**config.mk**
```make
export PLATFORM = sky130hd
export DESIGN_NAME = prio_vec_intc
export DESIGN_NICKNAME = d
export VERILOG_FILES = /design/src/rtl/intc_pkg.sv /design/src/rtl/intc_regs.sv /design/src/rtl/intc_flag.sv /design/src/rtl/intc_arbiter.sv /design/src/rtl/intc_nest.sv /design/src/rtl/prio_vec_intc.sv
export SDC_FILE = /design/constraint.sdc
export NUM_CORES = 1
export LEC_CHECK = 0
export ABC_AREA = 0
export BUFFER_PORTS_ARGS = -buffer_cell sky130_fd_sc_hd__buf_2
export CORE_MARGIN = 2
export CORE_UTILIZATION = 49
export DETAILED_ROUTE_END_ITERATION = 12
export GPL_TIMING_DRIVEN = 0
export PLACE_DENSITY = 0.9
export SLEW_MARGIN = 25
export SYNTH_ARGS = -nofsm -noshare
export SYNTH_HDL_FRONTEND = slang
export SYNTH_SLANG_ARGS = --single-unit
```
**constraint.sdc**
```tcl
create_clock -name clk -period 2.09 [get_ports clk]
set_clock_uncertainty 0.05 [all_clocks]
set_input_delay 0.3135 -clock clk [delete_from_list [all_inputs] [get_ports clk]]
set_output_delay 0.3135 -clock clk [all_outputs]
set_load 0.02 [all_outputs]
```
**src/rtl/intc_pkg.sv**
```systemverilog
package intc_pkg;

  // Register bit holding the global enable.
  localparam int GLB_EN_BIT = 7;

  // Lowest set bit of an 8-bit mask (0 when the mask is empty).
  function automatic int first_set(input logic [7:0] mask);
    int r;
    r = 0;
    for (int i = 7; i >= 0; i--) begin
      if (mask[i]) r = i;
    end
    return r;
  endfunction

  // Vector address for a source index.
  function automatic int unsigned vec_calc(input int unsigned idx,
                                           input int unsigned base,
                                           input int unsigned stride);
    return base + idx * stride;
  endfunction

endpackage

```
**src/rtl/intc_regs.sv**
```systemverilog
module intc_regs #(
  parameter int SRC_N = 5
) (
  input  logic             clk,
  input  logic             rst_n,
  input  logic             wr,
  input  logic             sel,
  input  logic [7:0]       wdata,
  output logic [7:0]       rdata,
  output logic             glb_en,
  output logic [SRC_N-1:0] src_en,
  output logic [SRC_N-1:0] src_hi
);
  import intc_pkg::*;

  logic unused_wbits;
  assign unused_wbits = ^wdata[GLB_EN_BIT-1:SRC_N];

  always_ff @(posedge clk or negedge rst_n) begin
    if (!rst_n) begin
      glb_en <= 1'b0;
      src_en <= '0;
      src_hi <= '0;
    end else if (wr) begin
      if (sel) begin
        src_hi <= wdata[SRC_N-1:0];
      end else begin
        glb_en <= wdata[GLB_EN_BIT];
        src_en <= wdata[SRC_N-1:0];
      end
    end
  end

  always_comb begin
    rdata = '0;
    if (sel) begin
      rdata[SRC_N-1:0] = src_hi;
    end else begin
      rdata[SRC_N-1:0]  = src_en;
      rdata[GLB_EN_BIT] = glb_en;
    end
  end

endmodule

```
**src/rtl/intc_flag.sv**
```systemverilog
// One request cell: either a latched flag (set by an event, cleared on
// take) or a transparent level, chosen per cycle by latch_mode.
module intc_flag (
  input  logic clk,
  input  logic rst_n,
  input  logic latch_mode,
  input  logic set_evt,
  input  logic level_req,
  input  logic clr,
  output logic pend
);
  logic flag_q;

  always_ff @(posedge clk or negedge rst_n) begin
    if (!rst_n)          flag_q <= 1'b0;
    else if (!latch_mode) flag_q <= 1'b0;
    else if (set_evt)    flag_q <= 1'b1;
    else if (clr)        flag_q <= 1'b0;
  end

  assign pend = latch_mode ? flag_q : level_req;


  flag_set_chk: assert property (@(posedge clk) disable iff (!rst_n)
    (latch_mode && set_evt) |=> flag_q);


  flag_clear_chk: assert property (@(posedge clk) disable iff (!rst_n)
    (clr && !set_evt) |=> !flag_q);

endmodule

```
**src/rtl/intc_arbiter.sv**
```systemverilog
module intc_arbiter #(
  parameter int SRC_N = 5,
  localparam int IDX_W = $clog2(SRC_N)
) (
  input  logic             clk,
  input  logic             rst_n,
  input  logic [SRC_N-1:0] pend,
  input  logic [SRC_N-1:0] src_en,
  input  logic [SRC_N-1:0] src_hi,
  input  logic             glb_en,
  input  logic             svc_hi,
  input  logic             svc_lo,
  output logic             req,
  output logic             req_hi,
  output logic [IDX_W-1:0] grant_idx,
  output logic [SRC_N-1:0] grant
);
  import intc_pkg::*;

  logic [SRC_N-1:0] elig, hi_set, lo_set, pick;
  logic hi_ok, lo_ok;

  always_comb begin
    elig   = pend & src_en & {SRC_N{glb_en}};
    hi_set = elig & src_hi;
    lo_set = elig & ~src_hi;
    hi_ok  = (|hi_set) && !svc_hi;
    lo_ok  = (|lo_set) && !svc_hi && !svc_lo;
    pick   = hi_ok ? hi_set : lo_set;
    req    = hi_ok || lo_ok;
    req_hi = hi_ok;
    grant_idx = IDX_W'(first_set(8'(pick)));
    grant  = req ? (SRC_N'(1) << grant_idx) : '0;
  end


  glb_gate_chk: assert property (@(posedge clk) disable iff (!rst_n)
    !glb_en |-> !req);


  hi_block_chk: assert property (@(posedge clk) disable iff (!rst_n)
    svc_hi |-> !req);


  single_grant_chk: assert property (@(posedge clk) disable iff (!rst_n)
    req |-> ($countones(grant) == 1 && (grant & elig) == grant));

endmodule

```
**src/rtl/intc_nest.sv**
```systemverilog
module intc_nest (
  input  logic clk,
  input  logic rst_n,
  input  logic take,
  input  logic take_hi,
  input  logic reti,
  output logic svc_hi,
  output logic svc_lo
);
  always_ff @(posedge clk or negedge rst_n) begin
    if (!rst_n) begin
      svc_hi <= 1'b0;
      svc_lo <= 1'b0;
    end else if (take) begin
      if (take_hi) svc_hi <= 1'b1;
      else         svc_lo <= 1'b1;
    end else if (reti) begin
      if (svc_hi) svc_hi <= 1'b0;
      else        svc_lo <= 1'b0;
    end
  end


  reti_hi_chk: assert property (@(posedge clk) disable iff (!rst_n)
    (reti && !take && svc_hi) |=> (!svc_hi && $stable(svc_lo)));


  reti_lo_chk: assert property (@(posedge clk) disable iff (!rst_n)
    (reti && !take && !svc_hi) |=> (!svc_lo && !svc_hi));


  lo_nest_chk: assert property (@(posedge clk) disable iff (!rst_n)
    (take && !take_hi) |-> (!svc_lo && !svc_hi));

endmodule

```
**src/rtl/prio_vec_intc.sv**
```systemverilog
module prio_vec_intc #(
  parameter int PAIR_N     = 2,
  parameter int VEC_W      = 16,
  parameter int VEC_BASE   = 3,
  parameter int VEC_STRIDE = 8,
  localparam int SRC_N = 2 * PAIR_N + 1,
  localparam int IDX_W = $clog2(SRC_N)
) (
  input  logic              clk,
  input  logic              rst_n,
  input  logic [PAIR_N-1:0] ext_pin_n,
  input  logic [PAIR_N-1:0] ext_edge_sel,
  input  logic [PAIR_N-1:0] tmr_ovf,
  input  logic              ser_rx_flag,
  input  logic              ser_tx_flag,
  input  logic              reg_wr,
  input  logic              reg_sel,
  input  logic [7:0]        reg_wdata,
  output logic [7:0]        reg_rdata,
  input  logic              cpu_take,
  input  logic              cpu_reti,
  output logic              irq_req,
  output logic              irq_hi,
  output logic [VEC_W-1:0]  irq_vector,
  output logic              svc_hi,
  output logic              svc_lo
);
  import intc_pkg::*;

  logic             glb_en;
  logic [SRC_N-1:0] src_en, src_hi, pend, grant, clr_vec;
  logic [SRC_N-1:0] set_evt, level_req, latch_mode;
  logic [IDX_W-1:0] grant_idx;
  logic [PAIR_N-1:0] pin_prev, pin_fall;
  logic take_ev;

  intc_regs #(.SRC_N(SRC_N)) u_regs (
    .clk(clk), .rst_n(rst_n), .wr(reg_wr), .sel(reg_sel),
    .wdata(reg_wdata), .rdata(reg_rdata),
    .glb_en(glb_en), .src_en(src_en), .src_hi(src_hi)
  );

  // Falling-edge detection on the external pins (idle high).
  always_ff @(posedge clk or negedge rst_n) begin
    if (!rst_n) pin_prev <= '1;
    else        pin_prev <= ext_pin_n;
  end
  assign pin_fall = pin_prev & ~ext_pin_n;

  assign take_ev = cpu_take && irq_req;
  assign clr_vec = take_ev ? grant : '0;

  // Source index: even = external, odd = timer, last = serial.
  for (genvar i = 0; i < SRC_N; i++) begin : g_src
    if (i == SRC_N - 1) begin : g_ser
      assign latch_mode[i] = 1'b0;
      assign set_evt[i]    = 1'b0;
      assign level_req[i]  = ser_rx_flag | ser_tx_flag;
    end else if (i % 2 == 0) begin : g_ext
      assign latch_mode[i] = ext_edge_sel[i/2];
      assign set_evt[i]    = pin_fall[i/2];
      assign level_req[i]  = ~ext_pin_n[i/2];
    end else begin : g_tmr
      assign latch_mode[i] = 1'b1;
      assign set_evt[i]    = tmr_ovf[i/2];
      assign level_req[i]  = 1'b0;
    end

    intc_flag u_flag (
      .clk(clk), .rst_n(rst_n), .latch_mode(latch_mode[i]),
      .set_evt(set_evt[i]), .level_req(level_req[i]),
      .clr(clr_vec[i]), .pend(pend[i])
    );
  end

  intc_arbiter #(.SRC_N(SRC_N)) u_arb (
    .clk(clk), .rst_n(rst_n), .pend(pend), .src_en(src_en),
    .src_hi(src_hi), .glb_en(glb_en), .svc_hi(svc_hi), .svc_lo(svc_lo),
    .req(irq_req), .req_hi(irq_hi), .grant_idx(grant_idx), .grant(grant)
  );

  intc_nest u_nest (
    .clk(clk), .rst_n(rst_n), .take(take_ev), .take_hi(irq_hi),
    .reti(cpu_reti), .svc_hi(svc_hi), .svc_lo(svc_lo)
  );

  assign irq_vector = VEC_W'(vec_calc(32'(grant_idx), VEC_BASE, VEC_STRIDE));


  ser_keep_chk: assert property (@(posedge clk) disable iff (!rst_n)
    (ser_rx_flag || ser_tx_flag) |-> pend[SRC_N-1]);

endmodule

```
==> metrics, run 1 <==
total routed wirelength=3.671 mm; Rel. slew slack=0.5675; status=complete, but fails checks; Vias/cell=5.542; Final setup viols=5; RSZ-0062 raised after global routing=yes; CP Launch Type=flip-flop; HP Start=ext_pin_n[0]; CP arrival=2220 ps; setup slack after layout=-496.1 ps; initial core utilization=0.5233; Yosys Warn Count=0; final antenna-violating net count=0; Post-Place Worst Slack=-333.6 ps; ant diodes=0; worst-path fanout max=8; Post-synth top flop=dfrtp_1; die width=55.90 um; Total Die Area=3125 um^2; Critical Path RT=1730 ps; DRC=0; cell area after layout=1879 um^2; Worst Reg-to-Reg Cells=11; worst IR drop on VDD=0.6431 mV; GP Congestion=0.8522; fin crit share=1.237; latest clock arrival within the worst-skew pair=310 ps; Hold Path Class=in2reg; Final Hold Fails=0; WHS Endpoint=pin_prev[0]; asr flop ratio synth=1.000; PwrDens=794.3 nW/um^2; Leak=0.8808 nW; post-DP HPWL=2.340 mm; EDFF count, synth=0; H-Tree Depth=1; FMAX=386.7 MHz; Max-Cap Viols=0; CTS tree=done; DR vias=1258; #FFs+latches synth=19; total congestion overflow=0; Sinks on Clock Net=19; count of pins over their slew limit=0; Clock transition at path regs=110 ps; Root Driver=clkbuf_4; IO Pins=50; synthesized area=1320 um^2; Gate Count Post-Synth=129; power after layout=1.493 mW; kind of critical path=reg2out; Hold Path Depth=1; worst slew pin tran=632.4 ps; first-pass GRT wire length=5.457 mm; failing checks=setup timing; I/O Buffers=31; cts bufs inserted=3; clock buffer depth=2; pin count of the biggest net entering global routing=20; sequential share of the synthesized area=0.3621; layout cell share with drive strength beyond 1=0.5939; final core occ=0.7450; TritonRoute pass-1 iters=4; nets=220; Syn Area/Cell=10.23 um^2; Crit Reg-Reg Endpoint=g_src[2].u_flag.flag_q; Synth cell types=42; Layout area overhead=42.37%; First DRT Iteration DRCs=30; min cycle time layout=2586 ps; Global Route Usage Sum=0.2248; crit path capture type=output pin; die span in y=55.90 um; DP Area=1574 um^2; vias in the first global route=1198; FILL cells=185; Core Box Area=2522 um^2; wire length per cell=16.17 um; R2R Setup Slk=60 ps; antenna violations before repair=0; worst flop-to-flop path startpoint=u_regs.glb_en; Row Count=18
==> layer usage <==
metal | global-route usage | part of all wire | vias up
met5 | 0 | 0 | -
met4 | 0.06803 | 0.027 | 0
met3 | 0.05814 | 0.063 | 12
met2 | 0.4150 | 0.53 | 62
met1 | 0.2518 | 0.38 | 612
li1 | - | - | 572
==> cell usage after synthesis (all sizes together) (3+ instances only) <==
library cell / number / share of area
nor2: 6 / 0.017
nor3: 4 / 0.019
buf: 17 / 0.098
mux2: 16 / 0.14
dfrtp: 17 / 0.32
nand3: 4 / 0.015
o21ai: 8 / 0.033
nand2: 10 / 0.032
a21oi: 6 / 0.026
nor2b: 7 / 0.048
nand4: 3 / 0.014
==> cell type report <==
class | instances | area [um^2] | share of cell area
multi-input cells | 102 | 853.3 | 0.4541
repair buffers | 51 | 339.1 | 0.1804
flip-flops and latches | 19 | 478.0 | 0.2543
inverters | 2 | 7.507 | 0.003995
clock inverters | 1 | 5.005 | 0.002663
plain buffers | 19 | 136.4 | 0.07257
well taps | 30 | 37.54 | 0.01997
clock buffers | 3 | 22.52 | 0.01198
==> state kept, by name (all words and copies together), names as in the netlist <==
signal,flops
u_nest.svc_hi,1
g_src.u_flag.flag_q,4
pin_prev,2
u_regs.src_hi,5
u_nest.svc_lo,1
u_regs.src_en,5
u_regs.glb_en,1
==> how the worst max path moves through the flow <==
stage                     to  cells past startpoint           from
6_report       irq_vector[5]                      9  u_regs.glb_en
5_1_grt        irq_vector[5]                      9  u_regs.glb_en
4_1_cts        irq_vector[5]                      9  u_regs.glb_en
3_5_place_dp   irq_vector[5]                      8   ext_pin_n[1]
3_3_place_gp   irq_vector[5]                      8   ext_pin_n[0]
2_1_floorplan  irq_vector[5]                      6   ext_pin_n[0]
==> cells in the final DEF, fill, tap and decap left out, types with 5 or more instances in the layout <==
cell type	count
nor2_1	5
buf_6	6
conb_1	15
mux2_2	16
dfrtp_1	17
buf_2	27
buf_4	34
nand2_1	7
==> logic make-up (layout without fill, tap and decap cells) <==
family                 Yosys count  after routing  synth area share
other                            2             15          0.005689
AOI/OAI and AO/OA               25             25            0.1555
buffers and inverters           21             76            0.1090
muxes                           16             16            0.1365
and+or+nand+nor                 46             46            0.2313
DFF                             19             19            0.3621
==> critical path: stages (launching register included) <==
cell	delay, ps
dfrtp_1	360
buf_6	150
nand2_4	70
nor4b_4	220
buf_4	190
nor3_4	60
o31ai_4	250
nand4_1	190
a2111oi_4	220
buf_4	190
==> report_power, final <==
group	total [mW]	internal (mW)	switching (mW)
sequential	0.498	0.422	0.0754
clock	0.195	0.0716	0.124
combinational	0.800	0.368	0.432
==> what timing repair did <==
item | in CTS | in global routing
pin swaps | 9 | 10
hold endpoints to repair | 17 | 0
endpoints found under the setup margin | 5 | 10
setup buffers | 13 | 8
resized for setup | 13 | 18
hold buffers | 1 | 0
gates cloned | 0 | 0
==> metrics by stage <==
step	setup TNS, ps	cells	hold slack (ps)
final	-1543	227	57.95
after CTS	-1279	221	56.99
after global placement	-356.9	203	213.6
after global routing	-2135	227	39.83
after floorplan	0	142	-32.09
after detailed placement	-497.0	203	225.7
(Power assumes the default switching activity.)
==> run 2, diff against run 1 <==
--- a/config.mk
+++ b/config.mk
@@ -7,6 +7,7 @@
 export LEC_CHECK = 0
 export ABC_AREA = 0
 export BUFFER_PORTS_ARGS = -buffer_cell sky130_fd_sc_hd__buf_2
+export CAP_MARGIN = 20
 export CORE_MARGIN = 2
 export CORE_UTILIZATION = 49
 export DETAILED_ROUTE_END_ITERATION = 12
==> constraint.sdc (replaced) <==
create_clock -name clk -period 2.7 [get_ports clk]
set_clock_uncertainty 0.05 [all_clocks]
set_input_delay 0.405 -clock clk [delete_from_list [all_inputs] [get_ports clk]]
set_output_delay 0.405 -clock clk [all_outputs]
set_load 0.02 [all_outputs]
==> run 2 against run 1 <==
Compared with the run above:
- the run now ends clean
- combinational power shrank 36%
- design area shrank 7.7%
- total power shrank 30%
- sequential cell count is the same
- critical endpoint is now irq_vector[3]
==> metrics, run 2 (synthesized netlist as in run 1, its figures left out) <==
vias in the first global route=1217 (+1.6%); latest clock arrival within the worst-skew pair=310 ps (about the same); total congestion overflow=0 (unchanged); CTS tree=done; initial core utilization=0.5233 (unchanged); CP Launch Type=flip-flop; Post-Place Worst Slack=151.7 ps (+485.3 ps); total routed wirelength=3.294 mm (-10%); Vias/cell=5.391 (-2.7%); DR vias=1186 (-5.7%); commonest non-fill, non-tap cells in the layout=31 x buf_2, 27 x buf_4, 17 x dfrtp_1; fin crit share=0.9776; Core Box Area=2522 um^2 (unchanged); Row Count=18 (unchanged); PwrDens=601.1 nW/um^2 (-24%); FMAX=378.9 MHz; worst slew pin tran=568.4 ps (-64.00 ps); wire length per cell=14.97 um (-7.4%); Layout area overhead=31.47%; final antenna-violating net count=0 (unchanged); post-DP HPWL=2.209 mm (-5.6%); Post-Place Cells=203 (unchanged); Critical Path RT=2250 ps (+520 ps); antenna violations before repair=0 (unchanged); Sinks on Clock Net=19 (unchanged); Total Die Area=3125 um^2 (unchanged); clock buffer depth=2 (unchanged); Final setup viols=0 (-5); worst IR drop on VDD=0.5202 mV (-19%); RSZ-0062 raised after global routing=yes; Global Route Usage Sum=0.2202 (-0.004612); Final Hold Fails=0 (unchanged); Rel. slew slack=0.6113 (+0.04377); nets=213 (-3.2%); Root Driver=clkbuf_4; ant diodes=0 (unchanged); Clock transition at path regs=120 ps (about the same); Hold Path Class=in2reg; Leak=0.8347 nW (-5.2%); Non-Filler Instances=220 (-3.1%); worst-path fanout max=6 (-2); count of pins over their slew limit=0 (unchanged); I/O Buffers=31 (unchanged); H-Tree Depth=1 (unchanged); cts bufs inserted=3 (unchanged); CP arrival=2180 ps (-40 ps); kind of critical path=reg2out; final core occ=0.6880 (-0.05704); FILL cells=193 (+4.3%); Max-Cap Viols=0 (unchanged); TritonRoute pass-1 iters=4 (unchanged); crit path capture type=output pin; min cycle time layout=2640 ps; die width=55.90 um (unchanged); First DRT Iteration DRCs=28 (-6.7%); setup slack after layout=60.46 ps (+556.6 ps); most common cell after layout, fill and taps aside=buf_2; GP Congestion=0.8646 (+1.5%); first-pass GRT wire length=5.451 mm (-0.11%); layout cell share with drive strength beyond 1=0.5421 (-0.05180); DRC=0 (unchanged); Top Registers=u_regs.src_en x5, u_regs.src_hi x5, g_src.u_flag.flag_q x4; IO Pins=50 (unchanged); status=complete, no violations; die span in y=55.90 um (unchanged); pin count of the biggest net entering global routing=20 (unchanged)
-- run 2: repair_timing --
item	4_1_cts	5_1_grt
resized for setup	5	7
setup endpoints to repair	1	3
pin swaps	9	9
hold endpoints to repair	17	0
cloned	0	0
hold buffers	1	0
buffers inserted	12	0
-- run 2: cell type report --
type | count | area (um^2) | share of cell area
Inverter | 2 | 7.507 | 0.004326
Clock buffer | 3 | 22.52 | 0.01298
Sequential cell | 19 | 478.0 | 0.2754
Clock inverter | 1 | 5.005 | 0.002884
Multi-Input combinational cell | 102 | 787.0 | 0.4535
Timing Repair Buffer | 44 | 261.5 | 0.1507
Buffer | 19 | 136.4 | 0.07859
Tap cell | 30 | 37.54 | 0.02163
-- run 2: metal layers --
metal  GRT usage  vias up  wire, um
met2      0.3486       70      1635
met1      0.2692      546      1304
met4      0.1395        0        95
li1            -      559         -
met5           0        -         0
met3     0.05116       11       258
-- run 2: worst max-delay path, stage by stage, from the launching register on --
cell and delay (ps):
dfrtp_1 390, buf_6 140, buf_6 120, nand4_1 120, nand3_2 170, o21ai_2 230, o21ai_2 110, buf_4 170
buf_4 140, and2_1 140, buf_2 150
-- run 2: metrics by stage --
stage	total power, mW	instance area, um^2	hold WS, ps	setup TNS (ps)
after floorplan	0.6935	1369	59.41	0
after global placement	0.7950	1562	304.0	0
after detailed placement	0.8130	1562	320.3	0
after CTS	1.015	1710	136.0	-10.11
after global routing	1.099	1735	140.1	-24.92
final	1.043	1735	141.6	0
-- run 2: path summary, 6_finish.rpt --
path	startpoint	endpoint	slack, ps	cells after the start
max in group asynchronous	rst_n	pin_prev[1]	1750	2
min	ext_pin_n[0]	pin_prev[0]	140	1
min reg2reg	g_src[1].u_flag.flag_q	g_src[1].u_flag.flag_q	500	1
max	u_regs.glb_en	irq_vector[3]	60	10
max reg2reg	u_regs.glb_en	g_src[0].u_flag.flag_q	640	10
min in group asynchronous	rst_n	u_regs.src_hi[1]	500	2
-- run 2: power by group --
group / switching (mW) / internal (mW)
Sequential: 0.0532 / 0.327
Clock: 0.0966 / 0.0554
Combinational: 0.293 / 0.218
